$ cat config.mk
export PLATFORM = sky130hd
export DESIGN_NAME = irq_prio_ctrl
export DESIGN_NICKNAME = d
export VERILOG_FILES = /design/src/rtl/irq_pkg.sv /design/src/rtl/irq_prio_regs.sv /design/src/rtl/irq_level_map.sv /design/src/rtl/irq_pick.sv /design/src/rtl/irq_prio_ctrl.sv
export SDC_FILE = /design/constraint.sdc
export NUM_CORES = 1
export LEC_CHECK = 0
export BUFFER_PORTS_ARGS = -buffer_cell sky130_fd_sc_hd__buf_2
export CAP_MARGIN = 20
export CORE_UTILIZATION = 52
export DETAILED_ROUTE_END_ITERATION = 8
export GPL_ROUTABILITY_DRIVEN = 0
export PLACE_DENSITY = 0.8
export SLEW_MARGIN = 20
export SYNTH_ARGS = -nofsm -noshare
export SYNTH_HDL_FRONTEND = slang
export SYNTH_HIERARCHICAL = 1
export SYNTH_SLANG_ARGS = --single-unit
export TNS_END_PERCENT = 10
$ cat constraint.sdc
create_clock -name clk_i -period 26.9 [get_ports clk_i]
set_input_delay 1.345 -clock clk_i [delete_from_list [all_inputs] [get_ports clk_i]]
set_output_delay 1.345 -clock clk_i [all_outputs]
set_load 0.03 [all_outputs]
$ cat src/rtl/irq_pkg.sv
package irq_pkg;
  localparam int MAX_SRC  = 32;
  localparam int LVL_W    = 4;
  localparam int PREG_W   = 16;
  localparam int NUM_PREG = 3;
  localparam int EVT_W    = 12;
  localparam int SR_BL    = 28;
  localparam int SR_RB    = 29;
  localparam int SR_MD    = 30;
  localparam logic [31:0] SR_RESET = 32'h7000_00F0;
  localparam logic [31:0] SR_TAKE  = 32'h7000_0000;
  localparam logic [31:0] VEC_OFS  = 32'h0000_0600;
  localparam logic [1:0]  ADDR_SR  = 2'd3;

  typedef logic [LVL_W-1:0] lvl_t;

  function automatic logic [MAX_SRC*EVT_W-1:0] default_codes();
    logic [MAX_SRC*EVT_W-1:0] c;
    c = '0;
    for (int i = 0; i < MAX_SRC; i++) c[i*EVT_W +: EVT_W] = 12'h400 + 12'(i * 32);
    return c;
  endfunction
endpackage

$ cat src/rtl/irq_prio_regs.sv
module irq_prio_regs
  import irq_pkg::*;
(
  input  logic                       clk_i,
  input  logic                       rst_ni,
  input  logic                       we_i,
  input  logic [1:0]                 addr_i,
  input  logic [PREG_W-1:0]          wdata_i,
  output logic [NUM_PREG*PREG_W-1:0] preg_o
);
  for (genvar g = 0; g < NUM_PREG; g++) begin : g_reg
    always_ff @(posedge clk_i or negedge rst_ni) begin
      if (!rst_ni) preg_o[g*PREG_W +: PREG_W] <= '0;
      else if (we_i && addr_i == 2'(g)) preg_o[g*PREG_W +: PREG_W] <= wdata_i;
    end
  end
endmodule

$ cat src/rtl/irq_level_map.sv
module irq_level_map
  import irq_pkg::*;
#(
  parameter int                       N_SRC = 8,
  parameter logic [2*MAX_SRC-1:0]     SEL   = '0,
  parameter logic [2*MAX_SRC-1:0]     NIB   = '0,
  parameter logic [LVL_W*MAX_SRC-1:0] FIXED = '0
) (
  input  logic [NUM_PREG*PREG_W-1:0] preg_i,
  output logic [N_SRC*LVL_W-1:0]     lvl_o
);
  for (genvar g = 0; g < N_SRC; g++) begin : g_src
    localparam int S = int'(SEL[2*g +: 2]);
    localparam int K = int'(NIB[2*g +: 2]);
    if (S == 0) begin : g_fixed
      assign lvl_o[g*LVL_W +: LVL_W] = FIXED[g*LVL_W +: LVL_W];
    end else begin : g_field
      assign lvl_o[g*LVL_W +: LVL_W] = preg_i[(S-1)*PREG_W + K*LVL_W +: LVL_W];
    end
  end
endmodule

$ cat src/rtl/irq_pick.sv
module irq_pick
  import irq_pkg::*;
#(
  parameter int N_SRC = 8,
  localparam int IDX_W = (N_SRC > 1) ? $clog2(N_SRC) : 1
) (
  input  logic [N_SRC-1:0]       irq_i,
  input  logic [N_SRC*LVL_W-1:0] lvl_i,
  input  lvl_t                   mask_i,
  input  logic                   block_i,
  output logic                   valid_o,
  output logic [IDX_W-1:0]       idx_o,
  output lvl_t                   lvl_o
);
  // strict '>' on the running best keeps the lower index on ties
  always_comb begin
    valid_o = 1'b0;
    idx_o   = '0;
    lvl_o   = '0;
    for (int i = 0; i < N_SRC; i++) begin
      if (irq_i[i] && !block_i && lvl_i[i*LVL_W +: LVL_W] > mask_i &&
          (!valid_o || lvl_i[i*LVL_W +: LVL_W] > lvl_o)) begin
        valid_o = 1'b1;
        idx_o   = IDX_W'(i);
        lvl_o   = lvl_i[i*LVL_W +: LVL_W];
      end
    end
  end
endmodule

$ cat src/rtl/irq_prio_ctrl.sv
module irq_prio_ctrl
  import irq_pkg::*;
#(
  parameter int                       N_SRC = 8,
  parameter logic [2*MAX_SRC-1:0]     SEL   = 64'h0E95,
  parameter logic [2*MAX_SRC-1:0]     NIB   = 64'h02DB,
  parameter logic [LVL_W*MAX_SRC-1:0] FIXED = 128'hAA00_0000,
  parameter logic [EVT_W*MAX_SRC-1:0] CODES = default_codes(),
  localparam int IDX_W = (N_SRC > 1) ? $clog2(N_SRC) : 1
) (
  input  logic             clk_i,
  input  logic             rst_ni,
  input  logic [N_SRC-1:0] irq_i,
  input  logic             boundary_i,
  input  logic [31:0]      pc_i,
  input  logic [31:0]      r15_i,
  input  logic [31:0]      vbr_i,
  input  logic             reg_we_i,
  input  logic [1:0]       reg_addr_i,
  input  logic [31:0]      reg_wdata_i,
  output logic             accept_o,
  output logic [EVT_W-1:0] evt_code_o,
  output logic [31:0]      vector_o,
  output logic [31:0]      sr_o,
  output logic [31:0]      ssr_o,
  output logic [31:0]      spc_o,
  output logic [31:0]      sgr_o
);
  logic [NUM_PREG*PREG_W-1:0] preg;
  logic [N_SRC*LVL_W-1:0]     lvl;
  logic                       win_valid;
  logic [IDX_W-1:0]           win_idx;
  lvl_t                       win_lvl;
  logic [31:0]                sr_q;
  logic                       take;

  irq_prio_regs u_regs (
    .clk_i  (clk_i),
    .rst_ni (rst_ni),
    .we_i   (reg_we_i && reg_addr_i != ADDR_SR),
    .addr_i (reg_addr_i),
    .wdata_i(reg_wdata_i[PREG_W-1:0]),
    .preg_o (preg)
  );

  irq_level_map #(.N_SRC(N_SRC), .SEL(SEL), .NIB(NIB), .FIXED(FIXED)) u_map (
    .preg_i(preg),
    .lvl_o (lvl)
  );

  irq_pick #(.N_SRC(N_SRC)) u_pick (
    .irq_i  (irq_i),
    .lvl_i  (lvl),
    .mask_i (sr_q[7:4]),
    .block_i(sr_q[SR_BL]),
    .valid_o(win_valid),
    .idx_o  (win_idx),
    .lvl_o  (win_lvl)
  );

  assign take = boundary_i && win_valid;

  always_ff @(posedge clk_i or negedge rst_ni) begin
    if (!rst_ni) begin
      sr_q       <= SR_RESET;
      accept_o   <= 1'b0;
      evt_code_o <= '0;
      vector_o   <= '0;
      ssr_o      <= '0;
      spc_o      <= '0;
      sgr_o      <= '0;
    end else begin
      accept_o <= take;
      if (take) begin
        ssr_o      <= sr_q;
        spc_o      <= pc_i;
        sgr_o      <= r15_i;
        evt_code_o <= CODES[win_idx*EVT_W +: EVT_W];
        vector_o   <= vbr_i + VEC_OFS;
        sr_q       <= sr_q | SR_TAKE;
      end else if (reg_we_i && reg_addr_i == ADDR_SR) begin
        sr_q <= reg_wdata_i;
      end
    end
  end

  assign sr_o = sr_q;

  a_r3_block_mutes: assert property (@(posedge clk_i) disable iff (!rst_ni)
    (boundary_i && sr_q[SR_BL]) |=> !accept_o);
  a_r4_strict_level: assert property (@(posedge clk_i) disable iff (!rst_ni)
    win_valid |-> (irq_i[win_idx] && win_lvl > sr_q[7:4]));
  a_r7_shadow_save: assert property (@(posedge clk_i) disable iff (!rst_ni)
    accept_o |-> (ssr_o == $past(sr_q) && spc_o == $past(pc_i) && sgr_o == $past(r15_i)));
  a_r8_status_bits: assert property (@(posedge clk_i) disable iff (!rst_ni)
    accept_o |-> (sr_q[SR_BL] && sr_q[SR_MD] && sr_q[SR_RB]));
  a_r9_vector: assert property (@(posedge clk_i) disable iff (!rst_ni)
    accept_o |-> vector_o == $past(vbr_i) + VEC_OFS);
  a_r10_one_pulse: assert property (@(posedge clk_i) disable iff (!rst_ni)
    accept_o |=> !accept_o);
  a_r10_after_boundary: assert property (@(posedge clk_i) disable iff (!rst_ni)
    accept_o |-> $past(boundary_i));
endmodule

==> results of run 1 <==
==> per-layer routing <==
layer	share of wire, %	track usage (%)
met5	0	0
met4	4.1	13.19
met3	6.5	7.226
met2	49	45.65
met1	40	33.33
==> worst min-delay path: stages, from the launching register on <==
cell	delay (ps)
dfrtp_1	340
nand2_1	50
nand2_1	50
==> worst paths after layout <==
check	endpoint	cells past startpoint	from
setup / recovery	evt_code_o[6]$_DFFE_PN0P_	59	sr_o[5]$_DFFE_PN1P_
hold / removal	sgr_o[9]$_DFFE_PN0P_	2	sgr_o[9]$_DFFE_PN0P_
setup reg to reg	evt_code_o[6]$_DFFE_PN0P_	59	sr_o[5]$_DFFE_PN1P_
hold reg to reg	sgr_o[9]$_DFFE_PN0P_	2	sgr_o[9]$_DFFE_PN0P_
max in group asynchronous	sgr_o[10]$_DFFE_PN0P_	2	rst_ni
min in group asynchronous	sgr_o[23]$_DFFE_PN0P_	1	rst_ni
==> final cells by class <==
type,count,area (um2)
fillers,1496,6430
flip-flops and latches,189,4738
multi-input cells,747,4554
repair buffers,309,1563
clock buffers,17,425.4
well taps,229,286.5
clock inverters,14,152.6
inverters,28,107.6
diodes,5,12.51
==> power by group <==
group	leakage, nW	total, mW	internal (mW)	switching (mW)
logic	3.69	0.803	0.253	0.550
clock network	0.276	0.247	0.124	0.123
registers	2.30	0.493	0.414	0.0794
==> state kept, by name, summed over array words and instances, names as in the netlist <==
name / flops
u_regs/preg_o: 24
spc_o: 32
sgr_o: 32
accept_o: 1
ssr_o: 32
vector_o: 32
evt_code_o: 4
sr_o: 32
==> stage by stage <==
step	setup slack (ps)	hold WS [ps]
floorplan	16380	480.6
global placement	15500	452.5
detailed placement	15150	456.2
CTS	15270	473.8
global route	14330	491.2
finish	15050	469.6
==> metrics, run 1 <==
Tcrit/Tclk final 44.07%; measured slew at the worst slew-check pin 1036 ps; maximum fanout along the worst path 14; worst skew pair latency 430 ps; CP arrival 12170 ps; chip height 139.5 um; I/O Buffers 306; CP delay by family, top compound AO/OA/AOI/OAI gates; Slew HR 30.76%; Worst path slowest cell dfstp_2; first-pass GRT wire length 41500 um; slowest stage delay, CP 550 ps; flop2flop setup slack 15050 ps; Overflow after GRT 0; post-DP HPWL 19040 um; die width 139.5 um; max-slew violation count 0; cts bufs inserted 17; final std cells w/o fill 1538; Setup Fix Bufs, Post-CTS 0; site row count 49; vias in the first global route 8163; Final Skew 12.48 ps; Synth Cell Area 9836 um2; Peak supply drop 0.00009298 V; hold_buf cts 0; CTS max path bufs 2; critical path type reg -> reg; clock root cell clkbuf_16; I/O Pins 315; worst hold path type reg -> reg; setup tns final 0 ps; Max Cap Viol 0; post-route ant nets 0; first-pass iteration count of the detailed router 5; CTS tree built; post-layout util 64.81%; Fin. Hold Viols 0; Die ar. 19470 um2; routed len/inst 16.98 um; most frequent cells in the layout nand2_1 (376), buf_2 (305), dfrtp_1 (182); cells after synthesis 1031; placed cell count 1502; Max Freq 84.36 MHz; crit start category flop; initial antenna violation count 5; status finished, final reports clean; All-Layer GR Usage 27.47%; Reg clk slew, reported paths 80 ps; post-route cell area 11840 um2; worst path required time 27220 ps; H-tree Lvls 4; Worst setup EP type flop; drt via density 5.368; Final Critical Period 11850 ps; via count 8256; pwr/cell area 130.3 nW/um2; most used cell, CP o21a_1; Ys Warns 6; Gates resized, CTS repair 0; Final setup viols 0; # nets final 1495; ratio of cells with drive above 1 in the final layout 32.67%; Leakage 6.266 nW; post-synthesis area per instance 9.540 um2; Initial Util 53.84%; synth-to-layout area growth 20.38%; Cell Area, Placed 11250 um2; Clock Sinks 189; initial drt markers 501; DRC Markers 0; CP bufs+invs 2; routed wire length 26110 um; largest net degree at the start of global routing 114; commonest non-fill, non-tap cell in the layout nand2_1; Power, Total 1.543 mW; RSZ-0062 raised after global routing no; core area 18270 um2
(Power assumes the default switching activity.)
==> run 2: changes to the inputs <==
--- a/config.mk
+++ b/config.mk
@@ -5,12 +5,13 @@
 export SDC_FILE = /design/constraint.sdc
 export NUM_CORES = 1
 export LEC_CHECK = 0
+export ABC_AREA = 1
 export BUFFER_PORTS_ARGS = -buffer_cell sky130_fd_sc_hd__buf_2
 export CAP_MARGIN = 20
-export CORE_UTILIZATION = 52
+export CORE_UTILIZATION = 48
 export DETAILED_ROUTE_END_ITERATION = 8
 export GPL_ROUTABILITY_DRIVEN = 0
-export PLACE_DENSITY = 0.8
+export PLACE_DENSITY = 0.77
 export SLEW_MARGIN = 20
 export SYNTH_ARGS = -nofsm -noshare
 export SYNTH_HDL_FRONTEND = slang
==> constraint.sdc (replaced) <==
create_clock -name clk_i -period 10.9 [get_ports clk_i]
set_input_delay 0.545 -clock clk_i [delete_from_list [all_inputs] [get_ports clk_i]]
set_output_delay 0.545 -clock clk_i [all_outputs]
set_load 0.03 [all_outputs]
==> run 2 against run 1 <==
Compared with the run above: register-to-register slack worse by 14000 ps; flip-flop and latch count unchanged; sequential share of layout area down 1.2 points; final cell count up 19%; clock power rose to 2.5 times the previous value; final area up 3.0%; via count up 9.8%; combinational power up 140%; clock skew up 4.6 ps; critical path type unchanged; largest power group unchanged.
==> metrics, run 2 <==
Die ar. 21790 um2 (+12%); hold_buf cts 0 (unchanged); Max Freq 104.3 MHz (+24%); vias in the first global route 8762 (+7.3%); maximum fanout along the worst path 11 (-3); most frequent cells in the layout nand2_1 (629), buf_2 (305), dfrtp_1 (182); CTS tree built; Final Critical Period 9592 ps (-2263 ps); routed wire length 28110 um (+7.6%); measured slew at the worst slew-check pin 933.4 ps (-102.7 ps); site row count 52 (+6.1%); CP arrival 9960 ps (-2210 ps); Fin. Hold Viols 0 (unchanged); initial antenna violation count 3 (-2); worst path required time 11270 ps (-15950 ps); crit start category flop; Tcrit/Tclk final 88.00% (+44 points); Power, Total 3.738 mW (+140%); routed len/inst 15.32 um (-9.8%); post-route ant nets 0 (unchanged); largest net degree at the start of global routing 91 (-20%); Ys Warns 6 (unchanged); RSZ-0062 raised after global routing no; Reg clk slew, reported paths 80 ps (about the same); Slew HR 37.77% (+7.0 points); DRC Markers 0 (unchanged); Fill cells 1871 (+25%); pwr/cell area 306.4 nW/um2 (+140%); CP bufs+invs 7 (+5); max-slew violation count 0 (unchanged); commonest non-fill, non-tap cell in the layout nand2_1; drt via density 4.938 (-8.0%); slowest stage delay, CP 560 ps (about the same); cts bufs inserted 17 (unchanged); post-synthesis area per instance 7.853 um2 (-18%); core area 20490 um2 (+12%); CTS max path bufs 2 (unchanged); Final setup viols 0 (unchanged); All-Layer GR Usage 26.10% (-1.4 points); Worst setup EP type flop; critical path type reg -> reg; H-tree Lvls 4 (unchanged); CP delay by family, top simple AND/OR/NAND/NOR gates; Leakage 7.086 nW (+13%); clock root cell clkbuf_16; Synth Cell Area 10180 um2 (+3.5%); Max Cap Viol 0 (unchanged); I/O Buffers 306 (unchanged); Clock Sinks 189 (unchanged); initial drt markers 705 (+41%); cells after synthesis 1296 (+26%); status finished, final reports clean; synth-to-layout area growth 19.85%; most used cell, CP nand2_1; first-pass GRT wire length 44610 um (+7.5%); post-DP HPWL 21300 um (+12%); # nets final 1752 (+17%); die width 147.6 um (+5.8%); Overflow after GRT 0 (unchanged); Peak supply drop 0.0001833 V (+97%); chip height 147.6 um (+5.8%); worst skew pair latency 440 ps (about the same); worst hold path type in -> async; setup tns final 0 ps (unchanged); Gates resized, CTS repair 0 (unchanged); Setup Fix Bufs, Post-CTS 0 (unchanged); via count 9062 (+9.8%); ratio of cells with drive above 1 in the final layout 25.10% (-7.6 points); first-pass iteration count of the detailed router 5 (unchanged); I/O Pins 315 (unchanged); Final Skew 17.07 ps (+4.583 ps); Worst path slowest cell dfstp_2; Initial Util 49.66% (-4.2 points)
-- run 2: final timing paths --
path	startpoint	to	slack (ps)	cells after the start
worst min register to register	evt_code_o[10]$_DFFE_PN0P_	evt_code_o[10]$_DFFE_PN0P_	470	1
worst max-delay path	sr_o[7]$_DFFE_PN1P_	evt_code_o[6]$_DFFE_PN0P_	1310	73
worst max register to register	sr_o[7]$_DFFE_PN1P_	evt_code_o[6]$_DFFE_PN0P_	1310	73
worst min-delay path	rst_ni	sgr_o[18]$_DFFE_PN0P_	140	1
max in group asynchronous	rst_ni	ssr_o[7]$_DFFE_PN0P_	9480	2
min in group clk_i	pc_i[1]	spc_o[1]$_DFFE_PN0P_	300	3
-- run 2: through the flow --
stage          setup slack, ps  utilization [%]  std cells  area [um2]  hold slack, ps
2_1_floorplan             2459                -       1309       10230           249.4
3_3_place_gp              2026            56.48       1800       11570           447.4
3_5_place_dp              1534            56.48       1800       11570           450.7
4_1_cts                   1465            59.48       1832       12190           157.5
5_1_grt                  362.1            59.49       1833       12190           178.8
6_report                  1308            59.52       1835       12200           135.5
-- run 2: metal layers --
| metal | vias up | share of wire, % | global-route usage [%] |
|---|---|---|---|
| met5 | - | 0.036 | 0 |
| met4 | 2 | 2.5 | 8.196 |
| met3 | 52 | 6.2 | 5.586 |
| met2 | 315 | 48 | 43.28 |
| met1 | 4208 | 43 | 34.16 |
| li1 | 4485 | - | - |
-- run 2: final cells by class --
| type | count | area (um2) | area share, % |
|---|---|---|---|
| sequential | 189 | 4738 | 38.85 |
| multi-input combinational | 943 | 4582 | 37.56 |
| timing repair buffer | 313 | 1593 | 13.06 |
| clock buffer | 17 | 425.4 | 3.488 |
| tap | 270 | 337.8 | 2.770 |
| inverter | 85 | 324.1 | 2.657 |
| clock inverter | 15 | 190.2 | 1.559 |
| antenna | 3 | 7.507 | 0.06155 |
-- run 2: worst reg2reg max path: cells and delay by family (launching register included) --
family | cells | cell delay [ps]
AOI/OAI and AO/OA | 15 | 1710
adders and majority gates | 8 | 2220
buffers and inverters | 7 | 680
DFF | 1 | 560
and+or+nand+nor | 43 | 4390
-- run 2: power breakdown --
group	internal [mW]	leakage, nW	total, mW	switching (mW)
registers	1.00	2.35	1.19	0.188
clock network	0.314	0.294	0.629	0.315
logic	0.549	4.44	1.92	1.37
total	1.87	7.09	3.74	1.87
==> run 3: changes to the inputs <==
--- a/config.mk
+++ b/config.mk
@@ -8,10 +8,10 @@
 export ABC_AREA = 1
 export BUFFER_PORTS_ARGS = -buffer_cell sky130_fd_sc_hd__buf_2
 export CAP_MARGIN = 20
-export CORE_UTILIZATION = 48
+export CORE_UTILIZATION = 52
 export DETAILED_ROUTE_END_ITERATION = 8
 export GPL_ROUTABILITY_DRIVEN = 0
-export PLACE_DENSITY = 0.77
+export PLACE_DENSITY = 0.8
 export SLEW_MARGIN = 20
 export SYNTH_ARGS = -nofsm -noshare
 export SYNTH_HDL_FRONTEND = slang
==> constraint.sdc (replaced) <==
create_clock -name clk_i -period 9.5 [get_ports clk_i]
set_input_delay 0.475 -clock clk_i [delete_from_list [all_inputs] [get_ports clk_i]]
set_output_delay 0.475 -clock clk_i [all_outputs]
set_load 0.03 [all_outputs]
==> run 3 against run 2 <==
Compared with the run above: total power increased by 20%; final area rose by 3.9%; die area fell by 7.6%; fmax grew 4.5%; register-to-register slack worse by 990 ps; first-iteration DRC count shrank 11%; routed wire length grew 4.2%; final cell count up 0.33%; flip-flop and latch count is the same; sequential share of layout area shrank 1.5 points; global-route usage up 2.1 points; critical path type unchanged; critical endpoint unchanged; highest routed layer is now met4.
==> metrics, run 3 (synthesized netlist as in run 2, its figures left out) <==
placed cell count 1789 (-0.61%); Max Cap Viol 0 (unchanged); CTS max path bufs 2 (unchanged); drt via density 5.115 (+3.6%); Final setup viols 0 (unchanged); initial drt markers 630 (-11%); R2R Path End evt_code_o[6]$_DFFE_PN0P_; synth-to-layout area growth 24.53%; clock root cell clkbuf_16; pwr/cell area 353.2 nW/um2 (+15%); commonest non-fill, non-tap cell in the layout nand2_1; most used cell, CP nand2_1; CP bufs+invs 5 (-2); die width 141.9 um (-3.9%); cts bufs inserted 17 (unchanged); Die ar. 20140 um2 (-7.6%); initial antenna violation count 2 (-1); Worst setup EP type flop; critical path type reg -> reg; CP delay by family, top simple AND/OR/NAND/NOR gates; All-Layer GR Usage 28.23% (+2.1 points); WHS 123.0 ps (-12.58 ps); H-tree Lvls 4 (unchanged); most frequent cells in the layout nand2_1 (613), buf_2 (305), dfrtp_1 (182); largest net degree at the start of global routing 119 (+31%); vias in the first global route 8817 (+0.63%); critical path startpoint sr_o[5]$_DFFE_PN1P_; routed len/inst 15.91 um (+3.8%); # nets final 1769 (+0.97%); Final Skew 16.91 ps (-0.1571 ps); Final Critical Period 9178 ps (-413.7 ps); first-pass GRT wire length 44060 um (-1.2%); Final WS setup 322.0 ps (-986.3 ps); chip height 141.9 um (-3.9%); Initial Util 53.69% (+4.0 points); status finished, final reports clean; measured slew at the worst slew-check pin 964.0 ps (+30.62 ps); first-pass iteration count of the detailed router 6 (+1); post-layout util 66.86% (+7.3 points); Tcrit/Tclk final 96.61% (+8.6 points); hold_buf cts 0 (unchanged); site row count 50 (-3.8%); Slew HR 35.73% (-2.0 points); pre-CTS setup slack 110.2 ps (-1424 ps); worst skew pair latency 450 ps (about the same); CTS tree built; Clock Sinks 189 (unchanged); Peak supply drop 0.0002383 V (+30%); post-route ant nets 0 (unchanged); via count 9416 (+3.9%); post-DP HPWL 20600 um (-3.3%); Worst Setup EP evt_code_o[6]$_DFFE_PN0P_; core area 18960 um2 (-7.5%); CP arrival 9500 ps (-460 ps); Overflow after GRT 0 (unchanged); I/O Pins 315 (unchanged); Worst path slowest cell dfstp_2; flop2flop setup slack 320 ps (-990 ps); maximum fanout along the worst path 6 (-5); Leakage 7.232 nW (+2.1%); Fin. Hold Viols 0 (unchanged); DRC Markers 0 (unchanged); Max Freq 109.0 MHz (+4.5%); Crit path depth 73 (unchanged); max-slew violation count 0 (unchanged); crit start category flop; Reg clk slew, reported paths 80 ps (about the same); worst path required time 9820 ps (-1450 ps); final std cells w/o fill 1841 (+0.33%); RR Startpoint sr_o[5]$_DFFE_PN1P_; routed wire length 29290 um (+4.2%); worst hold path type in -> async; ratio of cells with drive above 1 in the final layout 29.20% (+4.1 points); I/O Buffers 306 (unchanged); slowest stage delay, CP 580 ps (+20 ps); R2R depth 73 (unchanged)
==> run 3: changes by cell type in the layout (fill, tap and decap cells not counted), sizes merged <==
cell,previous run,this run
buf,312,327
bufinv,0,1
clkinvlp,1,3
diode,3,2
inv,90,87
nand2,637,639
==> run 3: final cells by class <==
class | count | area (um2)
inverter | 85 | 340.3
clock inverter | 15 | 231.5
multi-input combinational | 945 | 4882
clock buffer | 17 | 425.4
timing repair buffer | 328 | 1725
tap | 260 | 325.3
sequential | 189 | 4738
fill | 1556 | 6282
antenna | 2 | 5.005
==> run 3: what timing repair did <==
action / 4_1_cts / 5_1_grt
setup endpoints to repair: 0 / 3
resized for setup: 0 / 68
buffers inserted: 0 / 15
==> run 3: through the flow <==
step / TNS [ps] / cell area, um2 / power [mW]
global route: -706.1 / 12670 / 4.768
finish: 0 / 12670 / 4.476
floorplan: 0 / 10230 / 2.929
CTS: 0 / 12210 / 4.361
detailed placement: 0 / 11550 / 3.573
global placement: 0 / 11550 / 3.502
==> run 3: worst min path at each step <==
| stage | from | endpoint | slack, ps |
|---|---|---|---|
| 2_1_floorplan | rst_ni | accept_o$_DFF_PN0_ | 180 |
| 3_3_place_gp | evt_code_o[10]$_DFFE_PN0P_ | evt_code_o[10]$_DFFE_PN0P_ | 450 |
| 3_5_place_dp | evt_code_o[10]$_DFFE_PN0P_ | evt_code_o[10]$_DFFE_PN0P_ | 450 |
| 4_1_cts | rst_ni | vector_o[27]$_DFFE_PN0P_ | 210 |
| 5_1_grt | pc_i[0] | spc_o[0]$_DFFE_PN0P_ | 220 |
| 6_report | rst_ni | vector_o[23]$_DFFE_PN0P_ | 120 |
==> run 3: layer usage <==
layer  routed length (um)  vias up  GRT usage, %
li1                     -     4527             -
met1                11960     4365         35.91
met2                13970      427         45.71
met3                 2097       97         6.345
met4                 1259        0         13.53
met5                    0        -             0
==> run 3: report_power, final <==
part	leakage, nW	total [mW]	internal, mW	switching, mW
clock	0.316	0.779	0.394	0.386
sequential	2.35	1.37	1.15	0.221
combinational	4.56	2.32	0.697	1.63
